File: config.mk
export PLATFORM = sky130hd
export DESIGN_NAME = hreg_clock_gen
export DESIGN_NICKNAME = d
export VERILOG_FILES = /design/src/rtl/hreg_pkg.sv /design/src/rtl/hreg_timebase.sv /design/src/rtl/hreg_phase_map.sv /design/src/rtl/hreg_clock_gen.sv
export SDC_FILE = /design/constraint.sdc
export NUM_CORES = 1
export LEC_CHECK = 0
export ABC_AREA = 1
export BUFFER_PORTS_ARGS = -buffer_cell sky130_fd_sc_hd__buf_2
export CAP_MARGIN = 0
export CORE_AREA = 2 2 60 62
export DETAILED_ROUTE_END_ITERATION = 8
export DIE_AREA = 0 0 62 64
export PLACE_DENSITY_LB_ADDON = 0.15
export SYNTH_ARGS = -nofsm -noshare
export SYNTH_HDL_FRONTEND = slang
export SYNTH_SLANG_ARGS = --single-unit
File: constraint.sdc
create_clock -name clk -period 2.2 [get_ports clk]
set_clock_uncertainty 0.05 [all_clocks]
set_input_delay 0.11 -clock clk [delete_from_list [all_inputs] [get_ports clk]]
set_output_delay 0.11 -clock clk [all_outputs]
set_load 0.02 [all_outputs]
File: src/rtl/hreg_pkg.sv
package hreg_pkg;
  localparam int SUB_SLOTS = 6;
  localparam int SLOT_W    = $clog2(SUB_SLOTS);
  localparam int NUM_PH    = 3;
  typedef logic [SLOT_W-1:0] slot_t;
  typedef logic [NUM_PH-1:0] phase_vec_t;
endpackage

File: src/rtl/hreg_timebase.sv
module hreg_timebase
  import hreg_pkg::*;
#(
  parameter int CELLS = 1086,
  parameter int PIX_W = 11
) (
  input  logic             clk,
  input  logic             rst_n,
  input  logic             line_en,
  input  logic             mirror,
  output logic             active,
  output slot_t            slot,
  output logic [PIX_W-1:0] pix,
  output logic             mir_lat,
  output logic             last_cell
);
  localparam slot_t            SLOT_LAST = slot_t'(SUB_SLOTS - 1);
  localparam logic [PIX_W-1:0] PIX_LAST  = PIX_W'(CELLS - 1);

  logic             active_n;
  slot_t            slot_n;
  logic [PIX_W-1:0] pix_n;
  logic             mir_n;
  logic             at_wrap;

  assign at_wrap   = active && (slot == SLOT_LAST) && (pix == PIX_LAST);
  assign last_cell = at_wrap;

  always_comb begin
    active_n = active;
    slot_n   = slot;
    pix_n    = pix;
    mir_n    = mir_lat;
    if (!line_en) begin
      active_n = 1'b0;
      slot_n   = '0;
      pix_n    = '0;
    end else if (!active) begin
      active_n = 1'b1;
      slot_n   = '0;
      pix_n    = '0;
      mir_n    = mirror;
    end else if (slot == SLOT_LAST) begin
      slot_n = '0;
      if (pix == PIX_LAST) begin
        pix_n = '0;
        mir_n = mirror;
      end else begin
        pix_n = pix + 1'b1;
      end
    end else begin
      slot_n = slot + 1'b1;
    end
  end

  always_ff @(posedge clk or negedge rst_n) begin
    if (!rst_n) begin
      active  <= 1'b0;
      slot    <= '0;
      pix     <= '0;
      mir_lat <= 1'b0;
    end else begin
      active  <= active_n;
      slot    <= slot_n;
      pix     <= pix_n;
      mir_lat <= mir_n;
    end
  end

  a_r2_slot_range: assert property (@(posedge clk) disable iff (!rst_n)
    slot <= SLOT_LAST);
  a_r7_pix_step: assert property (@(posedge clk) disable iff (!rst_n)
    (active && line_en && slot == SLOT_LAST && pix != PIX_LAST) |=> (pix == $past(pix) + 1'b1));
  a_r9_idle: assert property (@(posedge clk) disable iff (!rst_n)
    !line_en |=> (!active && slot == '0 && pix == '0));
  a_r10_mir_hold: assert property (@(posedge clk) disable iff (!rst_n)
    (active && line_en && !at_wrap) |=> $stable(mir_lat));
endmodule

File: src/rtl/hreg_phase_map.sv
module hreg_phase_map
  import hreg_pkg::*;
(
  input  logic       clk,
  input  logic       rst_n,
  input  logic       active,
  input  slot_t      slot,
  input  logic       mir_lat,
  output phase_vec_t ph
);
  phase_vec_t wave;

  generate
    for (genvar k = 0; k < NUM_PH; k++) begin : g_wave
      localparam int OFS = 2 * k;
      logic [3:0] rel;
      assign rel = (4'(slot) + 4'(SUB_SLOTS - OFS)) % 4'(SUB_SLOTS);
      assign wave[k] = active ? (rel < 4'd3) : (k == 0);
    end
  endgenerate

  assign ph[0] = mir_lat ? wave[1] : wave[0];
  assign ph[1] = mir_lat ? wave[0] : wave[1];
  assign ph[2] = wave[2];

  a_r5_overlap: assert property (@(posedge clk) disable iff (!rst_n)
    ($countones(ph) >= 1) && ($countones(ph) <= 2));
  a_r5_double_at_handover: assert property (@(posedge clk) disable iff (!rst_n)
    ($countones(ph) == 2) |-> (active && slot[0] == 1'b0));
endmodule

File: src/rtl/hreg_clock_gen.sv
module hreg_clock_gen
  import hreg_pkg::*;
#(
  parameter int DUMMY_CELLS  = 7,
  parameter int BLACK_CELLS  = 20,
  parameter int TIMING_CELLS = 4,
  parameter int ACTIVE_CELLS = 1024,
  localparam int CELLS = 2 * (DUMMY_CELLS + BLACK_CELLS + TIMING_CELLS) + ACTIVE_CELLS,
  localparam int PIX_W = $clog2(CELLS)
) (
  input  logic             clk,
  input  logic             rst_n,
  input  logic             line_en,
  input  logic             mirror,
  output logic             ph1,
  output logic             ph2,
  output logic             ph3,
  output logic             rg_pulse,
  output logic             pix_stb,
  output logic [PIX_W-1:0] pix_idx,
  output logic             eol
);
  localparam slot_t SLOT_LAST = slot_t'(SUB_SLOTS - 1);

  logic [1:0]       rst_pipe;
  logic             rst_int_n;
  logic             active;
  slot_t            slot;
  logic [PIX_W-1:0] pix;
  logic             mir_lat;
  logic             last_cell;
  phase_vec_t       ph;

  always_ff @(posedge clk or negedge rst_n) begin
    if (!rst_n) rst_pipe <= 2'b00;
    else        rst_pipe <= {rst_pipe[0], 1'b1};
  end
  assign rst_int_n = rst_pipe[1];

  hreg_timebase #(.CELLS(CELLS), .PIX_W(PIX_W)) u_tb (
    .clk(clk), .rst_n(rst_int_n), .line_en(line_en), .mirror(mirror),
    .active(active), .slot(slot), .pix(pix), .mir_lat(mir_lat),
    .last_cell(last_cell)
  );

  hreg_phase_map u_map (
    .clk(clk), .rst_n(rst_int_n), .active(active), .slot(slot),
    .mir_lat(mir_lat), .ph(ph)
  );

  assign ph1      = ph[0];
  assign ph2      = ph[1];
  assign ph3      = ph[2];
  assign rg_pulse = active && (slot == SLOT_LAST);
  assign pix_stb  = active && (slot == '0);
  assign pix_idx  = pix;
  assign eol      = last_cell;

  a_r6_rg_single: assert property (@(posedge clk) disable iff (!rst_int_n)
    rg_pulse |=> !rg_pulse);
  a_r8_eol_with_rg: assert property (@(posedge clk) disable iff (!rst_int_n)
    eol |-> (rg_pulse && pix_idx == PIX_W'(CELLS - 1)));
  a_r2_stb_after_rg: assert property (@(posedge clk) disable iff (!rst_int_n)
    (rg_pulse && line_en) |=> pix_stb);
endmodule

### Word-level counts from Yosys, hierarchy flattened

Index checks and enable logic that the tools add are counted.

| storage, ports and cells | value |
|---|---|
| flip-flop bits (word level) | 18 |
| latch bits | 0 |
| RAM bits | 0 |
| bits in read-only memories | 0 |
| input bits | 4 |
| output and inout bits | 17 |
| logic and storage cells | 42 |
| memories kept | 0 |

| cells by class | value |
|---|---|
| add/sub/neg operators | 5 |
| $mul | 0 |
| div/mod/pow operators | 3 |
| magnitude comparators | 3 |
| equality and inequality tests | 5 |
| shift operators | 0 |
| muxes and demuxes | 16 |
| bitwise logic cells | 0 |
| reduce and logical (&&, ||, !) cells | 5 |

Operators by type and width:

| cell | count |
|---|---|
| $mux W11 | 4 |
| $lt A4 B2 Y1 const B | 3 |
| $mod A4 B3 Y4 const B | 3 |
| $add A11 B1 Y11 const B | 1 |
| $eq A11 B11 Y1 const B | 1 |
| $mux W1 | 9 |
| $mux W3 | 3 |
| $add A3 B3 Y4 const B | 2 |
| $add A3 B2 Y4 const B | 1 |
| $ne A2 B2 Y1 const B | 2 |
| $add A3 B1 Y3 const B | 1 |
| $eq A3 B3 Y1 const B | 1 |
| $logic_and A1 B1 Y1 | 3 |
| $logic_not A3 Y1 | 1 |
| $ne A3 B3 Y1 const B | 1 |
| $reduce_and A3 Y1 | 1 |

### Longest topological paths before layout

Gate-level depths: netlist of run 1.

| depth | value |
|---|---|
| depth in word-level cells | 5 |
| depth in mapped cells | 9 |
| depth with buffers taken out | 9 |

### By module

From an unflattened synthesis of run 1, not the netlist that was laid out.

| second synthesis, totals | value |
|---|---|
| cell total of the unflattened synthesis | 170 |
| area, all modules | 1249.9 um^2 |

Modules (own cells, without submodules):

| module | times used | cells each | area an instance (um^2) | seq. area each (um^2) |
|---|---|---|---|---|
| hreg_timebase | 1 | 124 | 963.4 | 400.4 |
| hreg_phase_map | 1 | 35 | 197.7 | 0.0 |
| hreg_clock_gen | 1 | 11 | 88.8 | 50.0 |

### Least setup slack after synthesis of run 1

No wires, ideal clock.

| path | value |
|---|---|
| path type | register to output |
| start point | register u_tb.pix[0] |
| end point | output eol |
| arrival | 1.481 ns |
| required time | 2.040 ns |
| path slack | 0.559 ns |
| stages on the path, launching flop included | 6 |
| cells stage by stage | dfrtp_1 ha_1 inv_1 nor2_1 nand4_2 nor3_1 |

| between the ends | value |
|---|---|
| cells in the longest elaborated chain, start to end | 2 |

RTL lines:

| element | line | text |
|---|---|---|
| start: declaration | hreg_timebase.sv:13 | `output logic [PIX_W-1:0] pix,` |
| start signal: assignment | hreg_timebase.sv:65 | `pix <= pix_n;` |
| $eq A11 B11 Y1 | hreg_timebase.sv:26 | `assign at_wrap = active && (slot == SLOT_LAST) && (pix == PIX_LAST);` |
| $logic_and A1 B1 Y1 | hreg_timebase.sv:26 |  |
| end: declaration | hreg_clock_gen.sv:21 | `output logic eol` |

No other way between the ends.

### Worst setup path in the final report of run 1

| path | value |
|---|---|
| start point | register u_tb.pix[1] |
| end point | output eol |

The elaborated chain is that of the path after synthesis.

==> run summary, run 1 <==
result of the run: finished clean
Area growth syn-to-layout: 16.7%
# resized after CTS: 0
CTS tree: done
share of the clock period used by the worst path: 84.5%
Mapped Area: 1130 um^2
type of the worst setup path: reg2out
core region area: 3280 um^2
number of synthesis warnings: 0
Worst Hold Path Cells: 3
IR Drop Worst-Case VDD: 0.323 mV
number of levels in the clock H-tree: 1
remaining max-slew budget at the tightest pin: 53.6%
clock transition time at the flip-flop clock pins of the worst setup and hold paths: 100 ps
Setup Slack @ Placement: 663 ps
R2R Setup Slk: 690 ps
Avg Synthesized Cell Area: 7.26 um^2
largest fanout on the critical path: 5
Hold Buf Count CTS: 2
Critical Path Source Type: flop
setup repair bufs after CTS: 0
Max Cap Violations: 0
Synth Instances: 156
final instance count without filler cells: 226
aggregate global-route resource usage: 14.4%
Post-DRT Antenna Nets: 0
count of different cell masters after synthesis: 22
Setup-failing EPs final: 0
fraction of layout cells with a size suffix above 1: 20.0%
most numerous cell on the critical path: sky130_fd_sc_hd__inv_1
violation count after the first detailed-route iteration: 46
number of CTS-inserted buffers: 3
CP Data Required Time: 2040 ps
type of the most critical hold path: in2reg
final hold vios: 0
Die Width: 62 um
Critical R2R Capture: u_tb.pix[8]$_DFFE_PN0P_
Pre-antenna DRT Iters: 4
Endpoint, Worst Hold: u_tb.mir_lat$_DFFE_PN0P_
transition at the pin with the smallest max-transition slack: 697 ps
global-route wire length before repair: 4270 um
Register-to-Register Path Depth: 9
upper clock frequency limit: 538 MHz
kind of capture point of the worst setup path: output port
Ports: 21
worst r2r src: u_tb.pix[1]$_DFFE_PN0P_
number of storage elements in the synthesis netlist: 18
series of cell instances along the critical path: inv_1 -> ha_1 -> inv_1 -> nor2_1 -> nand4_2 -> nor3_1 -> buf_2
delay of the slowest critical-path stage: 440 ps
antenna violations before repair: 0
largest buffer count on any clock path: 2
diode insertion count for antenna repair: 0
Worst path slowest cell: sky130_fd_sc_hd__dfrtp_1
total routed wirelength: 2510 um
source-to-sink clock delay at the later pin of the worst-skew pair: 290 ps
power per standard cell area: 453 nW/um^2
start point of the worst hold path: mirror
Clock Root Buffer: sky130_fd_sc_hd__clkbuf_4
FP Rows: 21
Routed wire per std cell: 11.1 um
Via Count: 1,048
vias per inst: 4.64
PortBufs: 20
overall die area: 3970 um^2
Final HPWL DP: 1980 um
unrepaired setup endpoints after global routing: no
gr ovfl total: 0
CP Launch Point: u_tb.pix[1]$_DFFE_PN0P_
placed insts: 221
vias in the first global route: 945
TNS Setup: 0 ps
number of enable flip-flop cells after synthesis: 0
die extent in y: 64 um
ys flop type: sky130_fd_sc_hd__dfrtp_1
drt drc: 0
maximum number of pins on one net before global-route repair: 17
proportion of synthesized chip area in sequential cells: 39.8%
Leakage: 0.000712 uW
final estimated routing congestion in global placement: 0.883
time the worst path needs with I/O delays and setup: 1860 ps
initial core utilization: 34.5%
Clock Sinks: 18
fin worst setup slack: 341 ps
most frequent standard cell in the layout excluding fill and tap cells: sky130_fd_sc_hd__nand2_1
Slew Limit Fails: 0
CP Data Arrival Time: 1700 ps
commonest cells after routing, fill and taps aside: sky130_fd_sc_hd__nand2_1, sky130_fd_sc_hd__inv_1, sky130_fd_sc_hd__buf_2
Mapped Nets: 165
share of flip-flops with an asynchronous set or reset: 100%
Final nets: 191
state kept, by name, summed over array words and instances, names as in the netlist:
signal / flops
u_tb.pix: 11
u_tb.slot: 3
u_tb.active: 1
rst_pipe: 2
u_tb.mir_lat: 1
metrics by stage:
step	hold WS, ps	instance area [um^2]	power, uW	util, %
final	22.4	1320	598	40.2
after CTS	17.3	1320	610	40.2
after global placement	-156	1280	434	38.9
after global routing	24.3	1320	631	40.2
after detailed placement	-152	1280	437	38.9
after floorplan	-236	1130	411	-
area by class of cell:
cell class,instances,area [um^2]
multi-input combinational,111,573
sequential,18,450
tap,46,57.6
clock buffer,3,22.5
fill,367,1960
timing repair buffer,22,120
inverter,26,97.6
how the worst max path moves through the flow:
stage	to	slack, ps	cells past startpoint
CTS	eol	310	7
floorplan	eol	560	5
global placement	ph1	740	8
finish	eol	340	7
detailed placement	eol	660	7
global route	ph1	180	8
power breakdown:
group | switching (uW) | total, uW | leakage, uW | internal (uW)
sequential | 16.6 | 357 | 0.000241 | 340
combinational | 49.7 | 75.5 | 0.000458 | 25.8
clock | 102 | 166 | 0.0000138 | 63.7
total | 169 | 598 | 0.000712 | 429
cells by family (layout without fill, tap and decap cells):
group,after synthesis,count (layout),synth area share [%]
AO/OA/AOI/OAI,11,11,5.52
flip-flops,18,18,39.8
buffers and inverters,27,51,9.61
adder cells (fa/ha/maj),5,5,5.52
other,1,1,0.331
XOR/XNOR,1,1,0.774
AND/OR/NAND/NOR,93,93,38.5
worst max-delay path, delay by kind of cell (launching register included):
family | cells | cell delay (ps)
simple gates | 3 | 480
flops | 1 | 440
buf+inv | 3 | 350
fa+ha+maj | 1 | 140
synthesized netlist by cell type (all sizes together), types with 3 or more instances:
cell type	number	area (um^2)
nor2	21	101
nand3	15	85.1
o21ai	5	25.0
nand4	3	25.0
nand2	49	196
a21oi	3	15.0
ha	5	62.6
inv	26	97.6
dfrtp	18	450
nor3	4	20.0
routing by layer:
layer | up-vias | track usage (%) | part of all wire [%]
li1 | 532 | - | -
met1 | 493 | 20.2 | 47
met2 | 21 | 21.2 | 47
met3 | 2 | 4.05 | 4.4
met4 | 0 | 3.99 | 1.1
met5 | - | 0 | 0
Note: power is estimated with default switching activity, not from simulation.
==> run 2, diff against run 1 <==
Clock period 2.2 ns to 1.8 ns, I/O delays scaled along.
==> run summary, run 2 (same netlist as run 1, synthesis figures left out) <==
result of the run: finished clean
gr ovfl total: 0 (unchanged)
fin worst setup slack: 89.2 ps (-251 ps)
power per standard cell area: 566 nW/um^2 (+25%)
Post-DRT Antenna Nets: 0 (unchanged)
drt drc: 0 (unchanged)
aggregate global-route resource usage: 14.3% (about the same)
most frequent standard cell in the layout excluding fill and tap cells: sky130_fd_sc_hd__nand2_1
Max Cap Violations: 0 (unchanged)
Critical path destination: ph2
overall die area: 3970 um^2 (unchanged)
total routed wirelength: 2530 um (+0.88%)
Clock Sinks: 18 (unchanged)
initial core utilization: 34.5% (unchanged)
Critical Path Source Type: flop
Setup-failing EPs final: 0 (unchanged)
time the worst path needs with I/O delays and setup: 1710 ps
Area growth syn-to-layout: 24.3%
type of the most critical hold path: in2async
post-place instance area: 1280 um^2 (unchanged)
Largest regs: u_tb.pix x11, u_tb.slot x3, rst_pipe x2
Filler Cell Count: 348 (-5.2%)
share of the clock period used by the worst path: 95.0%
Setup Slack @ Placement: 291 ps (-372 ps)
IR Drop Worst-Case VDD: 0.341 mV (+5.6%)
largest fanout on the critical path: 2 (-3)
type of the worst setup path: reg2out
clock transition time at the flip-flop clock pins of the worst setup and hold paths: 110 ps (about the same)
register with the most flip-flops: u_tb.pix
area of the multi-input gates: 591 um^2 (+3.1%)
global-route wire length before repair: 4310 um (+0.96%)
CP Data Arrival Time: 1570 ps (-130 ps)
fraction of layout cells with a size suffix above 1: 26.7% (+6.7 points)
Final HPWL DP: 1950 um (-1.5%)
Routed wire per std cell: 10.8 um (-2.2%)
diode insertion count for antenna repair: 0 (unchanged)
Slew Limit Fails: 0 (unchanged)
final hold vios: 0 (unchanged)
upper clock frequency limit: 585 MHz
transition at the pin with the smallest max-transition slack: 669 ps (-27.2 ps)
CP Data Required Time: 1660 ps (-380 ps)
Critical R2R Capture: u_tb.pix[7]$_DFFE_PN0P_
Final nets: 197 (+3.1%)
kind of capture point of the worst setup path: output port
placed insts: 221 (unchanged)
remaining max-slew budget at the tightest pin: 55.4% (+1.8 points)
maximum number of pins on one net before global-route repair: 17 (unchanged)
CTS tree: done
Register-to-Register Path Depth: 10 (+1)
antenna violations before repair: 0 (unchanged)
Leakage: 0.000752 uW (+5.6%)
commonest cells after routing, fill and taps aside: sky130_fd_sc_hd__nand2_1, sky130_fd_sc_hd__inv_1, sky130_fd_sc_hd__nor2_1, sky130_fd_sc_hd__buf_2, sky130_fd_sc_hd__dfrtp_1
Die Width: 62 um (unchanged)
CP Launch Point: u_tb.slot[2]$_DFF_PN0_
number of levels in the clock H-tree: 1 (unchanged)
max FFs per register: 11 (unchanged)
number of CTS-inserted buffers: 3 (unchanged)
Final Power: 797 uW (+33%)
largest buffer count on any clock path: 2 (unchanged)
Via Count: 1,095 (+4.5%)
Clock Root Buffer: sky130_fd_sc_hd__clkbuf_4
FP Rows: 21 (unchanged)
core region area: 3280 um^2 (unchanged)
die extent in y: 64 um (unchanged)
worst r2r src: u_tb.pix[1]$_DFFE_PN0P_
sequential standard cell area: 453 um^2 (+0.56%)
Ports: 21 (unchanged)
PortBufs: 20 (unchanged)
vias in the first global route: 977 (+3.4%)
final instance count without filler cells: 233 (+3.1%)
violation count after the first detailed-route iteration: 45 (-2.2%)
source-to-sink clock delay at the later pin of the worst-skew pair: 310 ps (+20 ps)
Pre-antenna DRT Iters: 4 (unchanged)
Final Instance Area: 1410 um^2 (+6.5%)
final estimated routing congestion in global placement: 0.902 (+2.2%)
R2R Setup Slk: 290 ps (-400 ps)
vias per inst: 4.70 (+1.3%)
run 2: cell count changes in the layout (fill, tap and decap cells not counted), moves of 2 or more:
cell,before,now
sky130_fd_sc_hd__buf_2,20,18
sky130_fd_sc_hd__buf_4,0,7
sky130_fd_sc_hd__dfrtp_1,18,16
sky130_fd_sc_hd__dfrtp_2,0,2
sky130_fd_sc_hd__inv_1,24,22
sky130_fd_sc_hd__inv_2,2,4
sky130_fd_sc_hd__o21ai_0,5,3
run 2: critical path, cell delays in order (launching register included):
cell and delay, ps:
sky130_fd_sc_hd__dfrtp_1 390, sky130_fd_sc_hd__buf_4 140, sky130_fd_sc_hd__ha_1 280, sky130_fd_sc_hd__inv_2 70
sky130_fd_sc_hd__nand3_2 90, sky130_fd_sc_hd__o21ai_1 140, sky130_fd_sc_hd__buf_4 150
run 2: routing by layer:
layer	share of wire (%)	up-vias	global-route usage, %
li1	-	551	-
met1	48	515	20.4
met2	47	25	21.1
met3	3.8	4	4.86
met4	1.1	0	2.66
met5	0	-	0
run 2: where the power goes:
| group | internal, uW | leakage, uW | switching [uW] | total [uW] |
|---|---|---|---|---|
| Combinational | 40.3 | 0.000493 | 62.3 | 103 |
| Sequential | 416 | 0.000238 | 21.3 | 437 |
| Clock | 124 | 0.0000210 | 133 | 257 |
| Total | 580 | 0.000752 | 217 | 797 |
run 2: area by class of cell:
cell class	instances	area share, %
inverters	26	6.93
repair buffers	28	12.3
flip-flops and latches	18	32.2
multi-input cells	111	42.0
clock buffers	4	2.58
well taps	46	4.09
run 2: repair_timing:
| action | 4_1_cts | 5_1_grt |
|---|---|---|
| setup buffers | 2 | 3 |
| endpoints found under the hold margin | 4 | 0 |
| setup endpoints to repair | 3 | 3 |
| gates cloned | 0 | 0 |
| hold buffers | 3 | 0 |
| pin swaps | 0 | 3 |
| resized for setup | 1 | 11 |
run 2: how the worst min path moves through the flow:
stage	depth (start not counted)	to
final	2	rst_pipe[0]$_DFF_PN0_
after CTS	2	rst_pipe[0]$_DFF_PN0_
after global routing	2	rst_pipe[1]$_DFF_PN0_
after floorplan	0	rst_pipe[0]$_DFF_PN0_
after detailed placement	1	rst_pipe[0]$_DFF_PN0_
after global placement	1	rst_pipe[0]$_DFF_PN0_
run 2: per-stage QoR:
stage	setup TNS, ps	util [%]	hold WS, ps
final	0	42.9	21.6
after global routing	-0.676	42.9	30.5
after CTS	0	41.6	20.5
after detailed placement	0	38.9	-174
after global placement	0	38.9	-175
after floorplan	0	-	-256
==> run 3, diff against run 2 <==
Settings changed: ABC_AREA 1 to default, CORE_AREA 2 2 60 62 to 2 2 59 61, DIE_AREA 0 0 62 64 to 0 0 61 63.
==> run summary, run 3 <==
overall die area: 3840 um^2 (-3.2%)
vias in the first global route: 951 (-2.7%)
CP Data Arrival Time: 1740 ps (+170 ps)
number of storage elements in the synthesis netlist: 18 (unchanged)
final estimated routing congestion in global placement: 0.736 (-18%)
ys flop type: sky130_fd_sc_hd__dfrtp_1
dominant cell by count in the synthesized netlist: sky130_fd_sc_hd__dfrtp_1
final hold vios: 0 (unchanged)
vias per inst: 4.89 (+4.1%)
global-route wire length before repair: 4230 um (-1.9%)
Synth Instances: 111 (-29%)
share of flip-flops with an asynchronous set or reset: 100% (unchanged)
Avg Synthesized Cell Area: 9.80 um^2 (+35%)
Mapped Nets: 120 (-27%)
cell accounting for the most synthesized area: sky130_fd_sc_hd__dfrtp_1
Mapped Area: 1090 um^2 (-4.0%)
Area growth syn-to-layout: 35.7%
register with the most flip-flops: u_tb.pix
final instance count without filler cells: 194 (-17%)
Final nets: 158 (-20%)
Final HPWL DP: 1870 um (-4.5%)
net switching component of the power: 197 uW (-9.1%)
Leakage: 0.000668 uW (-11%)
Filler Cell Count: 325 (-6.6%)
antenna violations before repair: 0 (unchanged)
share of the clock period used by the worst path: 104% (+9.1 points)
maximum number of pins on one net before global-route repair: 17 (unchanged)
post-layout utilization of the core: 45.6% (+2.8 points)
total routed wirelength: 2460 um (-2.7%)
Clock Sinks: 18 (unchanged)
initial core utilization: 33.6% (-0.83 points)
Slew Limit Fails: 0 (unchanged)
CTS tree: done
IR Drop Worst-Case VDD: 0.452 mV (+32%)
gr ovfl total: 0 (unchanged)
aggregate global-route resource usage: 14.3% (-0.087 points)
transition at the pin with the smallest max-transition slack: 686 ps (+17.0 ps)
drt drc: 0 (unchanged)
power per standard cell area: 504 nW/um^2 (-11%)
violation count after the first detailed-route iteration: 20 (-56%)
time the worst path needs with I/O delays and setup: 1880 ps (+165 ps)
result of the run: complete, but fails checks
largest buffer count on any clock path: 2 (unchanged)
proportion of synthesized chip area in sequential cells: 41.4% (+1.6 points)
violated checks: setup timing
internal power component: 546 uW (-5.9%)
Final Power: 743 uW (-6.8%)
number of enable flip-flop cells after synthesis: 0 (unchanged)
Die Width: 61 um (-1.6%)
commonest cells after routing, fill and taps aside: sky130_fd_sc_hd__buf_2, sky130_fd_sc_hd__buf_4, sky130_fd_sc_hd__dfrtp_1
remaining max-slew budget at the tightest pin: 54.2% (-1.1 points)
unrepaired setup endpoints after global routing: yes
FP Rows: 21 (unchanged)
Pre-antenna DRT Iters: 4 (unchanged)
Clock Root Buffer: sky130_fd_sc_hd__clkbuf_4
Max Cap Violations: 0 (unchanged)
leading post-synthesis cells by cell area: sky130_fd_sc_hd__dfrtp_1, sky130_fd_sc_hd__ha_1, sky130_fd_sc_hd__xnor2_1
most frequent standard cell in the layout excluding fill and tap cells: sky130_fd_sc_hd__buf_2
Largest regs: u_tb.pix x11, u_tb.slot x3, rst_pipe x2
fraction of layout cells with a size suffix above 1: 39.9% (+13 points)
type of the most critical hold path: in2async
part of the power in combinational logic: 13.5% (+0.6 points)
type of the worst setup path: reg2out
core region area: 3230 um^2 (-1.6%)
number of levels in the clock H-tree: 1 (unchanged)
proportion of power drawn by flip-flops and latches: 58.1% (+3.2 points)
Routed wire per std cell: 12.7 um (+17%)
Via Count: 949 (-13%)
die extent in y: 63 um (-1.6%)
diode insertion count for antenna repair: 0 (unchanged)
commonest cells in the synthesized netlist: sky130_fd_sc_hd__dfrtp_1, sky130_fd_sc_hd__nor2_1, sky130_fd_sc_hd__inv_1, sky130_fd_sc_hd__nand2_1, sky130_fd_sc_hd__nand3_1
CP Data Required Time: 1660 ps (about the same)
largest fanout on the critical path: 2 (unchanged)
Clock power frac: 28.4% (-3.8 points)
fin worst setup slack: -75.5 ps (-165 ps)
Ports: 21 (unchanged)
PortBufs: 20 (unchanged)
upper clock frequency limit: 533 MHz (-8.8%)
number of synthesis warnings: 0 (unchanged)
switching share of total power: 26.5% (-0.68 points)
proportion of netlist area held by the largest area contributor: 41.4% (+1.6 points)
source-to-sink clock delay at the later pin of the worst-skew pair: 300 ps (about the same)
Critical Path Source Type: flop
Setup-failing EPs final: 2 (+2)
count of different cell masters after synthesis: 43 (+95%)
placed insts: 183 (-17%)
kind of capture point of the worst setup path: output port
max FFs per register: 11 (unchanged)
Post-DRT Antenna Nets: 0 (unchanged)
clock transition time at the flip-flop clock pins of the worst setup and hold paths: 110 ps (about the same)
number of CTS-inserted buffers: 3 (unchanged)
[run 3: cell count changes after synthesis, moves of 5 or more]
cell / previous run / this run
sky130_fd_sc_hd__inv_1: 24 / 8
sky130_fd_sc_hd__nand2_1: 44 / 8
sky130_fd_sc_hd__nand2_2: 5 / 0
sky130_fd_sc_hd__nand3_1: 13 / 6
sky130_fd_sc_hd__nor2_1: 18 / 10
sky130_fd_sc_hd__xnor2_1: 0 / 5
[run 3: logic make-up after synthesis]
group,after synthesis,share of synthesized area [%]
simple gates,43,25.3
xor+xnor,7,5.64
flops,18,41.4
compound gates,23,15.0
mux,1,1.38
other cells,1,0.345
buf+inv,13,5.18
fa+ha+maj,5,5.75
[run 3: worst max-delay path: stages (launching register included)]
cell                      delay (ps)
sky130_fd_sc_hd__dfrtp_2         420
sky130_fd_sc_hd__or4_4           530
sky130_fd_sc_hd__nor4_4          190
sky130_fd_sc_hd__and2_4          190
sky130_fd_sc_hd__buf_6           110
[run 3: cell type report]
class | count | area [um^2] | share of cell area (%)
multi-input cells | 80 | 649 | 44.0
flip-flops and latches | 18 | 454 | 30.8
clock buffers | 4 | 26.3 | 1.78
well taps | 46 | 57.6 | 3.90
inverters | 8 | 30.0 | 2.04
repair buffers | 38 | 258 | 17.5
[run 3: what timing repair did]
item	in CTS	in global routing
pin swaps	4	6
hold buffers	3	0
gates resized for setup	7	16
setup buffers	3	1
endpoints found under the hold margin	4	0
endpoints found under the setup margin	3	15
[run 3: path summary, 6_finish.rpt]
check                                        start  slack, ps                  endpoint  depth (start not counted)
max in group asynchronous    rst_pipe[1]$_DFF_PN0_        990    u_tb.slot[2]$_DFF_PN0_                          0
setup / recovery           u_tb.pix[7]$_DFFE_PN0P_        -80                       eol                          4
min in group clk             rst_pipe[0]$_DFF_PN0_        320     rst_pipe[1]$_DFF_PN0_                          0
hold / removal                               rst_n         60     rst_pipe[1]$_DFF_PN0_                          2
setup reg to reg           u_tb.pix[7]$_DFFE_PN0P_        -10  u_tb.mir_lat$_DFFE_PN0P_                          5
hold reg to reg              rst_pipe[1]$_DFF_PN0_        220   u_tb.pix[2]$_DFFE_PN0P_                          0
[run 3: metal layers]
metal | GRT usage [%] | vias to the layer above | wire length [um]
met2 | 22.8 | 12 | 1230
met1 | 19.2 | 463 | 1140
li1 | - | 472 | -
met4 | 2.72 | 0 | 19
met3 | 3.73 | 2 | 67
met5 | 0 | - | 0
[run 3: power by group through the flow]
stage / combinational, uW / clock (uW) / sequential [uW]
floorplan: 56.8 / 0 / 432
finish: 101 / 211 / 431
global placement: 75.5 / 0 / 438
global route: 108 / 232 / 435
CTS: 89.3 / 224 / 431
detailed placement: 77.8 / 0 / 438
[run 3: through the flow]
stage | area, um^2 | setup WS (ps) | TNS (ps) | hold slack [ps]
after floorplan | 1090 | 38.8 | 0 | -256
after global placement | 1300 | 88.1 | 0 | -175
after detailed placement | 1300 | 69.6 | 0 | -171
after CTS | 1400 | -172 | -376 | 43.4
after global routing | 1480 | -144 | -217 | 59.3
final | 1480 | -75.5 | -82.7 | 56.7
